**src/rtl/txpb_pkg.sv**
```systemverilog
package txpb_pkg;

    // Register offsets on the host write bus
    localparam int OFF_MODE  = 0;
    localparam int OFF_CHSEL = 1;
    localparam int OFF_DATA  = 2;
    localparam int OFF_LEN   = 3;
    localparam int OFF_CTRL  = 4;

    localparam int WORD_BYTES = 4;

    typedef enum logic {
        XFER_CPU = 1'b0,
        XFER_DMA = 1'b1
    } xfer_mode_e;

endpackage

```
**src/rtl/txpb_regs.sv**
```systemverilog
module txpb_regs
    import txpb_pkg::*;
#(
    parameter int NUM_CH = 2,
    parameter int DEPTH  = 16,
    parameter int ADDR_W = 3,
    localparam int CH_W  = (NUM_CH > 1) ? $clog2(NUM_CH) : 1,
    localparam int WI_W  = (DEPTH > 1) ? $clog2(DEPTH) : 1,
    localparam int CAP   = DEPTH * WORD_BYTES,
    localparam int LEN_W = $clog2(CAP + 1)
) (
    input  logic              clk,
    input  logic              rst_n,
    input  logic              reg_wr,
    input  logic [ADDR_W-1:0] reg_addr,
    input  logic [31:0]       reg_wdata,
    input  logic              busy_i,
    output logic              wr_en_o,
    output logic [CH_W-1:0]   wr_ch_o,
    output logic [WI_W-1:0]   wr_idx_o,
    output logic [31:0]       wr_data_o,
    output logic              start_o,
    output logic [CH_W-1:0]   start_ch_o,
    output logic [LEN_W-1:0]  start_len_o,
    output logic              overrun_o
);

    localparam int PTR_W = $clog2(DEPTH + 1);

    typedef struct packed {
        xfer_mode_e                      mode;
        logic [CH_W-1:0]                 sel;
        logic [PTR_W-1:0]                wptr;
        logic [NUM_CH-1:0][LEN_W-1:0]    len;
        logic                            overrun;
    } regs_t;

    regs_t r_q, r_d;

    logic hit_mode, hit_chsel, hit_data, hit_len, hit_ctrl;

    always_comb begin
        hit_mode  = reg_wr && (reg_addr == ADDR_W'(OFF_MODE));
        hit_chsel = reg_wr && (reg_addr == ADDR_W'(OFF_CHSEL));
        hit_data  = reg_wr && (reg_addr == ADDR_W'(OFF_DATA));
        hit_len   = reg_wr && (reg_addr == ADDR_W'(OFF_LEN));
        hit_ctrl  = reg_wr && (reg_addr == ADDR_W'(OFF_CTRL));
    end

    always_comb begin
        r_d     = r_q;
        wr_en_o = 1'b0;
        start_o = 1'b0;

        if (hit_mode) begin
            r_d.mode = xfer_mode_e'(reg_wdata[0]);
        end

        if (hit_chsel && (reg_wdata < 32'(NUM_CH))) begin
            r_d.sel  = CH_W'(reg_wdata);
            r_d.wptr = '0;
        end

        if (hit_data && (r_q.mode == XFER_CPU)) begin
            if (busy_i) begin
                r_d.overrun = 1'b1;
            end else if (r_q.wptr < PTR_W'(DEPTH)) begin
                wr_en_o  = 1'b1;
                r_d.wptr = r_q.wptr + PTR_W'(1);
            end
        end

        if (hit_len) begin
            r_d.len[r_q.sel] = (reg_wdata > 32'(CAP)) ? LEN_W'(CAP) : LEN_W'(reg_wdata);
        end

        if (hit_ctrl && reg_wdata[0] && !busy_i) begin
            start_o     = 1'b1;
            r_d.overrun = 1'b0;
        end
    end

    always_ff @(posedge clk or negedge rst_n) begin
        if (!rst_n) begin
            r_q.mode    <= XFER_DMA;
            r_q.sel     <= '0;
            r_q.wptr    <= '0;
            r_q.len     <= '0;
            r_q.overrun <= 1'b0;
        end else begin
            r_q <= r_d;
        end
    end

    assign wr_ch_o     = r_q.sel;
    assign wr_idx_o    = WI_W'(r_q.wptr);
    assign wr_data_o   = reg_wdata;
    assign start_ch_o  = r_q.sel;
    assign start_len_o = r_q.len[r_q.sel];
    assign overrun_o   = r_q.overrun;

    // a host-mode data write during a transfer leaves the overrun flag set
    a_r11_overrun_on_busy_write: assert property (@(posedge clk) disable iff (!rst_n)
        (hit_data && (r_q.mode == XFER_CPU) && busy_i) |=> overrun_o);

    // the length handed to the sequencer never exceeds the channel capacity
    a_r5_len_within_cap: assert property (@(posedge clk) disable iff (!rst_n)
        start_len_o <= LEN_W'(CAP));

    // DMA mode never produces a store
    a_r2_dma_no_store: assert property (@(posedge clk) disable iff (!rst_n)
        (r_q.mode == XFER_DMA) |-> !wr_en_o);

endmodule

```
**src/rtl/txpb_store.sv**
```systemverilog
module txpb_store
    import txpb_pkg::*;
#(
    parameter int NUM_CH = 2,
    parameter int DEPTH  = 16,
    localparam int CH_W  = (NUM_CH > 1) ? $clog2(NUM_CH) : 1,
    localparam int WI_W  = (DEPTH > 1) ? $clog2(DEPTH) : 1
) (
    input  logic            clk,
    input  logic            rst_n,
    input  logic            wr_en_i,
    input  logic [CH_W-1:0] wr_ch_i,
    input  logic [WI_W-1:0] wr_idx_i,
    input  logic [31:0]     wr_data_i,
    input  logic [CH_W-1:0] rd_ch_i,
    input  logic [WI_W-1:0] rd_idx_i,
    output logic [31:0]     rd_word_o
);

    typedef logic [NUM_CH-1:0][DEPTH-1:0][31:0] mem_t;

    mem_t              mem_q, mem_d;
    logic [NUM_CH-1:0] ch_we;

    for (genvar c = 0; c < NUM_CH; c++) begin : g_ch
        assign ch_we[c] = wr_en_i && (wr_ch_i == CH_W'(c));

        // a channel that is not written keeps its contents
        a_r13_channel_kept: assert property (@(posedge clk) disable iff (!rst_n)
            !ch_we[c] |=> $stable(mem_q[c]));
    end

    always_comb begin
        mem_d = mem_q;
        for (int c = 0; c < NUM_CH; c++) begin
            if (ch_we[c]) begin
                mem_d[c][wr_idx_i] = wr_data_i;
            end
        end
    end

    always_ff @(posedge clk or negedge rst_n) begin
        if (!rst_n) begin
            mem_q <= '0;
        end else begin
            mem_q <= mem_d;
        end
    end

    assign rd_word_o = mem_q[rd_ch_i][rd_idx_i];

endmodule

```
**src/rtl/txpb_stream.sv**
```systemverilog
module txpb_stream
    import txpb_pkg::*;
#(
    parameter int NUM_CH = 2,
    parameter int DEPTH  = 16,
    localparam int CH_W  = (NUM_CH > 1) ? $clog2(NUM_CH) : 1,
    localparam int WI_W  = (DEPTH > 1) ? $clog2(DEPTH) : 1,
    localparam int CAP   = DEPTH * WORD_BYTES,
    localparam int LEN_W = $clog2(CAP + 1)
) (
    input  logic             clk,
    input  logic             rst_n,
    input  logic             start_i,
    input  logic [CH_W-1:0]  start_ch_i,
    input  logic [LEN_W-1:0] start_len_i,
    output logic [CH_W-1:0]  rd_ch_o,
    output logic [WI_W-1:0]  rd_idx_o,
    input  logic [31:0]      rd_word_i,
    output logic [7:0]       m_data_o,
    output logic             m_valid_o,
    output logic             m_last_o,
    input  logic             m_ready_i,
    output logic             busy_o,
    output logic             done_o
);

    typedef struct packed {
        logic             busy;
        logic             done;
        logic [CH_W-1:0]  ch;
        logic [LEN_W-1:0] len;
        logic [LEN_W-1:0] bcnt;
    } seq_t;

    seq_t s_q, s_d;

    logic [WORD_BYTES-1:0][7:0] lane;
    logic                       at_end;

    for (genvar l = 0; l < WORD_BYTES; l++) begin : g_lane
        assign lane[l] = rd_word_i[8*l +: 8];
    end

    assign at_end = (s_q.bcnt == (s_q.len - LEN_W'(1)));

    always_comb begin
        s_d = s_q;
        if (start_i) begin
            if (start_len_i == '0) begin
                s_d.done = 1'b1;
            end else begin
                s_d.busy = 1'b1;
                s_d.done = 1'b0;
                s_d.ch   = start_ch_i;
                s_d.len  = start_len_i;
                s_d.bcnt = '0;
            end
        end else if (s_q.busy && m_ready_i) begin
            if (at_end) begin
                s_d.busy = 1'b0;
                s_d.done = 1'b1;
            end else begin
                s_d.bcnt = s_q.bcnt + LEN_W'(1);
            end
        end
    end

    always_ff @(posedge clk or negedge rst_n) begin
        if (!rst_n) begin
            s_q <= '0;
        end else begin
            s_q <= s_d;
        end
    end

    assign rd_ch_o   = s_q.ch;
    assign rd_idx_o  = WI_W'(s_q.bcnt >> 2);
    assign m_data_o  = lane[s_q.bcnt[1:0]];
    assign m_valid_o = s_q.busy;
    assign m_last_o  = s_q.busy && at_end;
    assign busy_o    = s_q.busy;
    assign done_o    = s_q.done;

    // the register block only issues a start while the sequencer is idle
    a_r10_start_when_idle: assert property (@(posedge clk) disable iff (!rst_n)
        start_i |-> !s_q.busy);

    // a stalled byte is held unchanged
    a_r8_hold_on_stall: assert property (@(posedge clk) disable iff (!rst_n)
        (m_valid_o && !m_ready_i) |=> (m_valid_o && $stable(m_data_o) && $stable(m_last_o)));

    // accepting the last byte ends the transfer with done raised
    a_r9_finish_after_last: assert property (@(posedge clk) disable iff (!rst_n)
        (m_valid_o && m_ready_i && m_last_o) |=> (!m_valid_o && done_o));

    // the byte counter stays inside the programmed frame
    a_r7_count_in_frame: assert property (@(posedge clk) disable iff (!rst_n)
        busy_o |-> (s_q.bcnt < s_q.len));

endmodule

```
**src/rtl/tx_pkt_buffer.sv**
```systemverilog
module tx_pkt_buffer
    import txpb_pkg::*;
#(
    parameter int NUM_CH = 2,
    parameter int DEPTH  = 16,
    parameter int ADDR_W = 3
) (
    input  logic              clk,
    input  logic              rst_n,
    input  logic              reg_wr,
    input  logic [ADDR_W-1:0] reg_addr,
    input  logic [31:0]       reg_wdata,
    output logic              tx_busy,
    output logic              tx_done,
    output logic              tx_overrun,
    output logic [7:0]        m_data,
    output logic              m_valid,
    output logic              m_last,
    input  logic              m_ready
);

    localparam int CH_W  = (NUM_CH > 1) ? $clog2(NUM_CH) : 1;
    localparam int WI_W  = (DEPTH > 1) ? $clog2(DEPTH) : 1;
    localparam int CAP   = DEPTH * WORD_BYTES;
    localparam int LEN_W = $clog2(CAP + 1);

    logic             wr_en;
    logic [CH_W-1:0]  wr_ch;
    logic [WI_W-1:0]  wr_idx;
    logic [31:0]      wr_data;
    logic             start;
    logic [CH_W-1:0]  start_ch;
    logic [LEN_W-1:0] start_len;
    logic [CH_W-1:0]  rd_ch;
    logic [WI_W-1:0]  rd_idx;
    logic [31:0]      rd_word;

    txpb_regs #(.NUM_CH(NUM_CH), .DEPTH(DEPTH), .ADDR_W(ADDR_W)) u_regs (
        .clk         (clk),
        .rst_n       (rst_n),
        .reg_wr      (reg_wr),
        .reg_addr    (reg_addr),
        .reg_wdata   (reg_wdata),
        .busy_i      (tx_busy),
        .wr_en_o     (wr_en),
        .wr_ch_o     (wr_ch),
        .wr_idx_o    (wr_idx),
        .wr_data_o   (wr_data),
        .start_o     (start),
        .start_ch_o  (start_ch),
        .start_len_o (start_len),
        .overrun_o   (tx_overrun)
    );

    txpb_store #(.NUM_CH(NUM_CH), .DEPTH(DEPTH)) u_store (
        .clk       (clk),
        .rst_n     (rst_n),
        .wr_en_i   (wr_en),
        .wr_ch_i   (wr_ch),
        .wr_idx_i  (wr_idx),
        .wr_data_i (wr_data),
        .rd_ch_i   (rd_ch),
        .rd_idx_i  (rd_idx),
        .rd_word_o (rd_word)
    );

    txpb_stream #(.NUM_CH(NUM_CH), .DEPTH(DEPTH)) u_stream (
        .clk         (clk),
        .rst_n       (rst_n),
        .start_i     (start),
        .start_ch_i  (start_ch),
        .start_len_i (start_len),
        .rd_ch_o     (rd_ch),
        .rd_idx_o    (rd_idx),
        .rd_word_i   (rd_word),
        .m_data_o    (m_data),
        .m_valid_o   (m_valid),
        .m_last_o    (m_last),
        .m_ready_i   (m_ready),
        .busy_o      (tx_busy),
        .done_o      (tx_done)
    );

endmodule

```
**config.mk**
```make
export PLATFORM = sky130hd
export DESIGN_NAME = tx_pkt_buffer
export DESIGN_NICKNAME = d
export VERILOG_FILES = /design/src/rtl/txpb_pkg.sv /design/src/rtl/txpb_regs.sv /design/src/rtl/txpb_store.sv /design/src/rtl/txpb_stream.sv /design/src/rtl/tx_pkt_buffer.sv
export SDC_FILE = /design/constraint.sdc
export NUM_CORES = 1
export LEC_CHECK = 0
export ABC_CLOCK_PERIOD_IN_PS = 7000
export BUFFER_PORTS_ARGS = -buffer_cell sky130_fd_sc_hd__buf_2
export CORE_UTILIZATION = 60
export DETAILED_ROUTE_END_ITERATION = 10
export PLACE_DENSITY = 0.85
export SLEW_MARGIN = 20
export SYNTH_ARGS = -nofsm -noshare
export SYNTH_HDL_FRONTEND = slang
export SYNTH_SLANG_ARGS = --single-unit
```
**constraint.sdc**
```tcl
create_clock -name clk -period 7 [get_ports clk]
set_input_delay 0.35 -clock clk [delete_from_list [all_inputs] [get_ports clk]]
set_output_delay 0.35 -clock clk [all_outputs]
set_load 0.005 [all_outputs]
```
==> summary.txt, run 1 <==
Status = finished, final reports clean
Clock Latency Late Sink = 0.68 ns
Die height = 287 um
Die X = 287 um
I/O pin cnt = 52
Grt met2 use = 50.8%
Post-place setup slack = 2.76 ns
Starting Density = 60.6%
Worst r2r src = u_stream.rd_idx_o[2]
WS Path Type = reg -> out
Number of setup buffers added after CTS = 0
HPWL Detailed = 73,300 um
Initial antenna violation count = 8
Met3 Track Usage GR = 7.76%
Final hold vios = 0
Post-Route WL = 133,000 um
Comb pwr share = 11.9%
# nets final = 3,297
Top_reg_cell synth = dfrtp_1
Period minus WS final = 5.18 ns
DRT iter0 DRCs = 3,266
Worst hold path type = in -> reg
#FFs+latches synth = 1,063
Final Setup Violations = 0
EDFF count, synth = 0
R2r worst-path depth = 7
P_sw = 3.66 mW
Final setup TNS = 0 ns
Worst-Margin Slew = 1.10 ns
P_int = 10.0 mW
Synthesized Nets = 3,394
Pwr Density = 256 nW/um^2
Die area = 82,300 um^2
Worst Path Max Fanout = 81
Synth Cell Area = 48,700 um^2
Yosys top cell area share = 54.6%
Hold Path Depth = 3
Post-synth cell types = 59
Total GRT Usage = 32.8%
RSZ-0062 raised after global routing = false
Post_cts resized = 0
DRC Markers = 0
CP startpoint kind = flip-flop
Largest cells by area after synthesis = dfrtp_1, mux2_2, mux4_2
CP Data Required Time = 6.65 ns
Drt pass-1 iters = 5
Final Hold Slack = 0.0647 ns
Clock skew = 0.0139 ns
Reg-to-reg endpoint = u_stream.rd_idx_o[2]
Dpl cell area = 49,800 um^2
Asr flop ratio synth = 100%
DR WL/cell = 30.1 um
Vias in the first global route = 32,438
Critical Path AT = 4.83 ns
Via count = 30,495
Largest net degree at the start of global routing = 189
Busiest grt layer = met2
Total core area = 80,400 um^2
Layout Cells excl Fill = 4,409
Row count = 104
H-tree depth = 3
Leading area contributor after synthesis = dfrtp_1
Fmax = 0.193 GHz
WHS Endpoint = u_stream.s_q[13]
GR Overflow Total = 0
Layout area overhead = 9.72%
Max Cap Viol = 0
Synth Instances = 3,349
Seq/Total Area, Yosys = 54.6%
Leak = 25.3 nW
CTS root buf = clkbuf_16
IO Port Bufs = 51
Final RePlAce weighted congestion = 0.850
Clk slew on worst S/H paths = 0.06 ns
Design Power = 13.7 mW
Clock share of power = 42.6%
CTS tree = built
ANT nets after route = 0
R2R Setup Slk = 3.15 ns
Min-delay src = reg_addr[2]
Worst vdd ir = 215 uV
Sw Ratio = 26.7%
Final core utilization = 66.5%
Share of cells above drive strength 1 = 46.8%
Num CTS Buffers = 107
Syn_area_per_cell = 14.5 um^2
Ys Warns = 0
Vias per inst = 6.92
Dpl cells = 4,201
Worst Setup End Kind = output port
Met1 usage = 44.3%
Slew Viols, Final = 0
First-pass GRT wire length = 202,000 um
Slack of the critical path = 1.82 ns
Flop pwr share = 45.6%
Clock tree sinks = 1,063
Period utilisation layout = 74.1%
Slew headroom = 26.7%
Clk buf depth = 3
Fin area = 53,400 um^2
[flip-flops by register name (all words and copies together), names as in the netlist]
name               count
u_stream.rd_ch_o       1
u_stream.busy_o        1
u_stream.rd_idx_o      4
u_regs.start_ch_o      1
u_regs.overrun_o       1
u_stream.s_q          10
u_regs.r_q            16
u_regs.wr_idx_o        4
u_stream.done_o        1
u_store.mem_q       1024
[Yosys cell counts, drive strengths merged (4+ instances only)]
| master | count |
|---|---|
| nor3b | 4 |
| dfrtp | 1062 |
| mux2i | 201 |
| mux4 | 160 |
| ha | 6 |
| nor4 | 8 |
| inv | 8 |
| nor2b | 4 |
| a221oi | 73 |
| nor3 | 10 |
| nand4 | 5 |
| a31oi | 8 |
| xor2 | 7 |
| clkbuf | 204 |
| or3 | 4 |
| buf | 123 |
| nand2 | 105 |
| nand3 | 22 |
| o221ai | 28 |
| a21oi | 65 |
| a221o | 7 |
| and2 | 6 |
| nor2 | 31 |
| nand2b | 4 |
| a311oi | 8 |
| mux2 | 1053 |
| a211oi | 5 |
| o21ai | 96 |
[power groups by stage]
stage / clock [mW] / sequential (mW) / combinational, mW
finish: 5.83 / 6.24 / 1.62
detailed placement: 0 / 6.35 / 1.58
floorplan: 0 / 6.30 / 0.886
global route: 6.11 / 6.24 / 1.69
CTS: 5.87 / 6.24 / 1.59
global placement: 0 / 6.35 / 1.54
[layout by cell type, fill, tap and decap left out, types with 17 or more instances in the layout]
master / Yosys / layout
a21oi_1: 65 / 65
a221oi_1: 73 / 73
buf_2: 62 / 50
buf_4: 17 / 59
clkbuf_1: 204 / 19
clkbuf_16: 0 / 111
clkbuf_8: 0 / 32
clkinv_2: 0 / 27
dfrtp_1: 1062 / 1056
mux2_2: 1053 / 1053
mux2i_1: 201 / 201
mux4_2: 160 / 160
nand2_1: 105 / 97
nor2_4: 0 / 17
o21ai_0: 95 / 95
o221ai_1: 28 / 28
[what timing repair did]
action,in CTS,in global routing
hold endpoints to repair,102,0
hold buffers,2,0
endpoints found under the setup margin,0,0
[how the worst max path moves through the flow]
stage	start	endpoint	slack, ns	cells after the start
after floorplan	u_stream.rd_ch_o	m_data[0]	4.42	9
after global placement	u_stream.rd_idx_o[0]	m_data[7]	2.79	9
after detailed placement	u_stream.rd_idx_o[0]	m_data[7]	2.76	9
after CTS	u_stream.rd_idx_o[0]	m_data[7]	1.94	9
after global routing	u_stream.rd_idx_o[0]	m_data[7]	1.77	9
final	u_stream.rd_idx_o[0]	m_data[7]	1.82	9
[per-layer routing]
layer / vias to the layer above / share of wire [%] / wire [um]
met2: 1621 / 47 / 62500
met5: - / 0.038 / 50
met4: 8 / 4.7 / 6270
met3: 398 / 9.1 / 12100
li1: 12179 / - / -
met1: 16289 / 39 / 51900
[worst max-delay path, cell delays in order (launching register included)]
cell      delay [ns]
dfrtp_4         0.85
buf_12          0.55
nor2b_4         0.27
buf_4           0.33
a221oi_1        0.31
o21ai_0         0.17
a221oi_1        0.78
a311oi_1        0.10
a31oi_1         0.45
buf_2           0.21
[area by class of cell]
| cell class | count | area (um^2) |
|---|---|---|
| fillers | 5319 | 27000 |
| flip-flops and latches | 1063 | 26600 |
| multi-input cells | 1950 | 20900 |
| clock buffers | 162 | 3290 |
| well taps | 1060 | 1330 |
| repair buffers | 121 | 908 |
| clock inverters | 40 | 354 |
| inverters | 9 | 33.8 |
| diodes | 4 | 10.0 |
[logic make-up after synthesis]
logic type                 count (synthesis)  synth area share (%)
AOI/OAI and AO/OA                        303                  4.20
xor gates and xnor gates                   9                 0.162
adders and majority gates                  6                 0.154
buffers and inverters                    336                  2.89
DFF                                     1063                  54.6
muxes                                   1414                  35.9
and+or+nand+nor                          218                  2.10
(Power assumes the default switching activity.)
==> run 2, diff against run 1 <==
--- a/config.mk
+++ b/config.mk
@@ -5,7 +5,7 @@
 export SDC_FILE = /design/constraint.sdc
 export NUM_CORES = 1
 export LEC_CHECK = 0
-export ABC_CLOCK_PERIOD_IN_PS = 7000
+export ABC_CLOCK_PERIOD_IN_PS = 5270
 export BUFFER_PORTS_ARGS = -buffer_cell sky130_fd_sc_hd__buf_2
 export CORE_UTILIZATION = 60
 export DETAILED_ROUTE_END_ITERATION = 10
==> constraint.sdc (replaced) <==
create_clock -name clk -period 5.27 [get_ports clk]
set_input_delay 0.2635 -clock clk [delete_from_list [all_inputs] [get_ports clk]]
set_output_delay 0.2635 -clock clk [all_outputs]
set_load 0.005 [all_outputs]
==> run 2 against run 1 <==
First-iteration DRC count increased by 3.5%. Global-route usage increased by 0.44 points. Via count increased by 0.62%. Worst hold slack got worse by 0.031 ns. Core utilization increased by 0.48 points. Largest power group unchanged. Cell count increased by 0.27%. Sequential cell count unchanged. Combinational power increased by 36%.
==> summary.txt, run 2 (same netlist as run 1, synthesis figures left out) <==
Status = finished, final reports clean
WS Path Type = reg -> out
Die area = 82,300 um^2
Post-place setup slack = 1.43 ns
Via count = 30,684
CTS tree = built
Final Setup Violations = 0
Drt pass-1 iters = 5
Largest registers = u_store.mem_q x1024, u_regs.r_q x16, u_stream.s_q x10
Clock Latency Late Sink = 0.68 ns
HPWL Detailed = 77,200 um
First-pass GRT wire length = 205,000 um
Clk slew on worst S/H paths = 0.06 ns
Starting Density = 60.6%
Die height = 287 um
Clock tree sinks = 1,063
Slew Viols, Final = 0
DR WL/cell = 30.3 um
CP startpoint kind = flip-flop
DRC Markers = 0
Slew headroom = 17.9%
Leak = 25.4 nW
RSZ-0062 raised after global routing = false
Total core area = 80,400 um^2
Worst Setup End Kind = output port
Pwr Density = 347 nW/um^2
Layout area overhead = 10.5%
Clock skew = 0.0254 ns
Total GRT Usage = 33.3%
Period utilisation layout = 88.7%
Largest net degree at the start of global routing = 182
Fmax = 0.214 GHz
Worst hold path type = in -> reg
Critical Path AT = 4.41 ns
Commonest non-fill, non-tap cell in the layout = dfrtp_1
Vias in the first global route = 33,074
Number of setup buffers added after CTS = 0
Final RePlAce weighted congestion = 0.840
I/O pin cnt = 52
DRT iter0 DRCs = 3,379
Worst Path Max Fanout = 21
Share of cells above drive strength 1 = 46.9%
Worst path bufs/invs = 2
CP delay by family, top = compound AO/OA/AOI/OAI gates
Row count = 104
Slack of the critical path = 0.593 ns
Initial antenna violation count = 5
Final setup TNS = 0 ns
Die X = 287 um
Commonest non-fill, non-tap cells in the layout = dfrtp_1, mux2_2, mux2i_1, mux4_2, clkbuf_16
Max Cap Viol = 0
H-tree depth = 3
Num CTS Buffers = 105
Vias per inst = 6.94
Worst path most repeated cell = a221oi_1
CTS root buf = clkbuf_16
Worst-Margin Slew = 1.23 ns
Max reg flops = 1,024
Worst vdd ir = 336 uV
# nets final = 3,311
GR Overflow Total = 0
IO Port Bufs = 51
Final hold vios = 0
Clk buf depth = 3
Worst path cell trace = buf_4 -> nor2b_4 -> a221oi_1 -> o21ai_0 -> a221oi_1 -> a311oi_1 -> a31oi_1 -> buf_2
Slowest stage delay, CP = 0.75 ns
ANT nets after route = 0
Top reg by flops = u_store.mem_q
Period minus WS final = 4.68 ns
Post_cts resized = 0
CP max stage cell = nor2b_4
Post-Route WL = 134,000 um
CP Data Required Time = 5.01 ns
## run 2: cell types whose count changed in the layout (fill, tap and decap cells not counted), moves of 3 or more
cell,previous run,this run
buf_12,9,15
buf_4,59,65
bufinv_16,4,15
clkbuf_8,32,28
clkinv_2,27,21
clkinvlp_4,5,2
## run 2: layout make-up
| type | count | area (um^2) |
|---|---|---|
| well taps | 1060 | 1330 |
| clock inverters | 40 | 588 |
| diodes | 4 | 10.0 |
| flip-flops and latches | 1063 | 26600 |
| multi-input cells | 1950 | 20900 |
| inverters | 9 | 33.8 |
| clock buffers | 158 | 3190 |
| repair buffers | 137 | 1150 |
| fillers | 5240 | 26600 |
## run 2: per-stage QoR
| step | std cells | power (mW) | utilization, % | hold slack (ns) | area (um^2) |
|---|---|---|---|---|---|
| after floorplan | 3349 | 9.54 | - | -0.0321 | 48700 |
| after global placement | 4213 | 10.6 | 62.1 | 0.374 | 49900 |
| after detailed placement | 4214 | 10.6 | 62.1 | 0.400 | 50000 |
| after CTS | 4416 | 18.6 | 66.9 | 0.0198 | 53800 |
| after global routing | 4420 | 19.1 | 66.9 | 0.0488 | 53800 |
| final | 4421 | 18.7 | 66.9 | 0.0334 | 53800 |
## run 2: what timing repair did
action,in CTS,in global routing
hold buffers,4,0
endpoints found under the hold margin,93,0
setup endpoints to repair,0,0
## run 2: worst register-to-register path, stage by stage (launching register included)
cell	delay (ns)
dfrtp_1	0.47
nor2_1	0.16
nand4_1	0.31
nor3b_1	0.73
nand3_2	1.00
buf_4	0.56
mux2_2	0.30
## run 2: path summary, 6_finish.rpt
check                                     startpoint                  to  slack, ns  cells after the start
worst max register to register       u_stream.busy_o  u_store.mem_q[819]       1.62                      6
max in group asynchronous                      rst_n  u_store.mem_q[855]       3.40                      3
worst max-delay path            u_stream.rd_idx_o[1]           m_data[1]       0.59                      8
min in group asynchronous                      rst_n  u_store.mem_q[485]       0.23                      2
worst min register to register         u_regs.r_q[6]       u_regs.r_q[6]       0.49                      2
worst min-delay path                     reg_addr[0]      u_regs.r_q[21]       0.03                      4
## run 2: report_power, final
group	internal [mW]	total (mW)	switching, mW
Sequential	8.19	8.34	0.144
Combinational	0.648	2.20	1.55
Clock	4.91	8.13	3.22
Total	13.7	18.7	4.91
## run 2: per-layer routing
| layer | vias to the layer above | global-route usage (%) | share of wire [%] |
|---|---|---|---|
| li1 | 12230 | - | - |
| met1 | 16399 | 44.6 | 39 |
| met2 | 1622 | 50.7 | 46 |
| met3 | 429 | 8.48 | 9.8 |
| met4 | 4 | 16.7 | 5.2 |
| met5 | - | 0 | 0.017 |
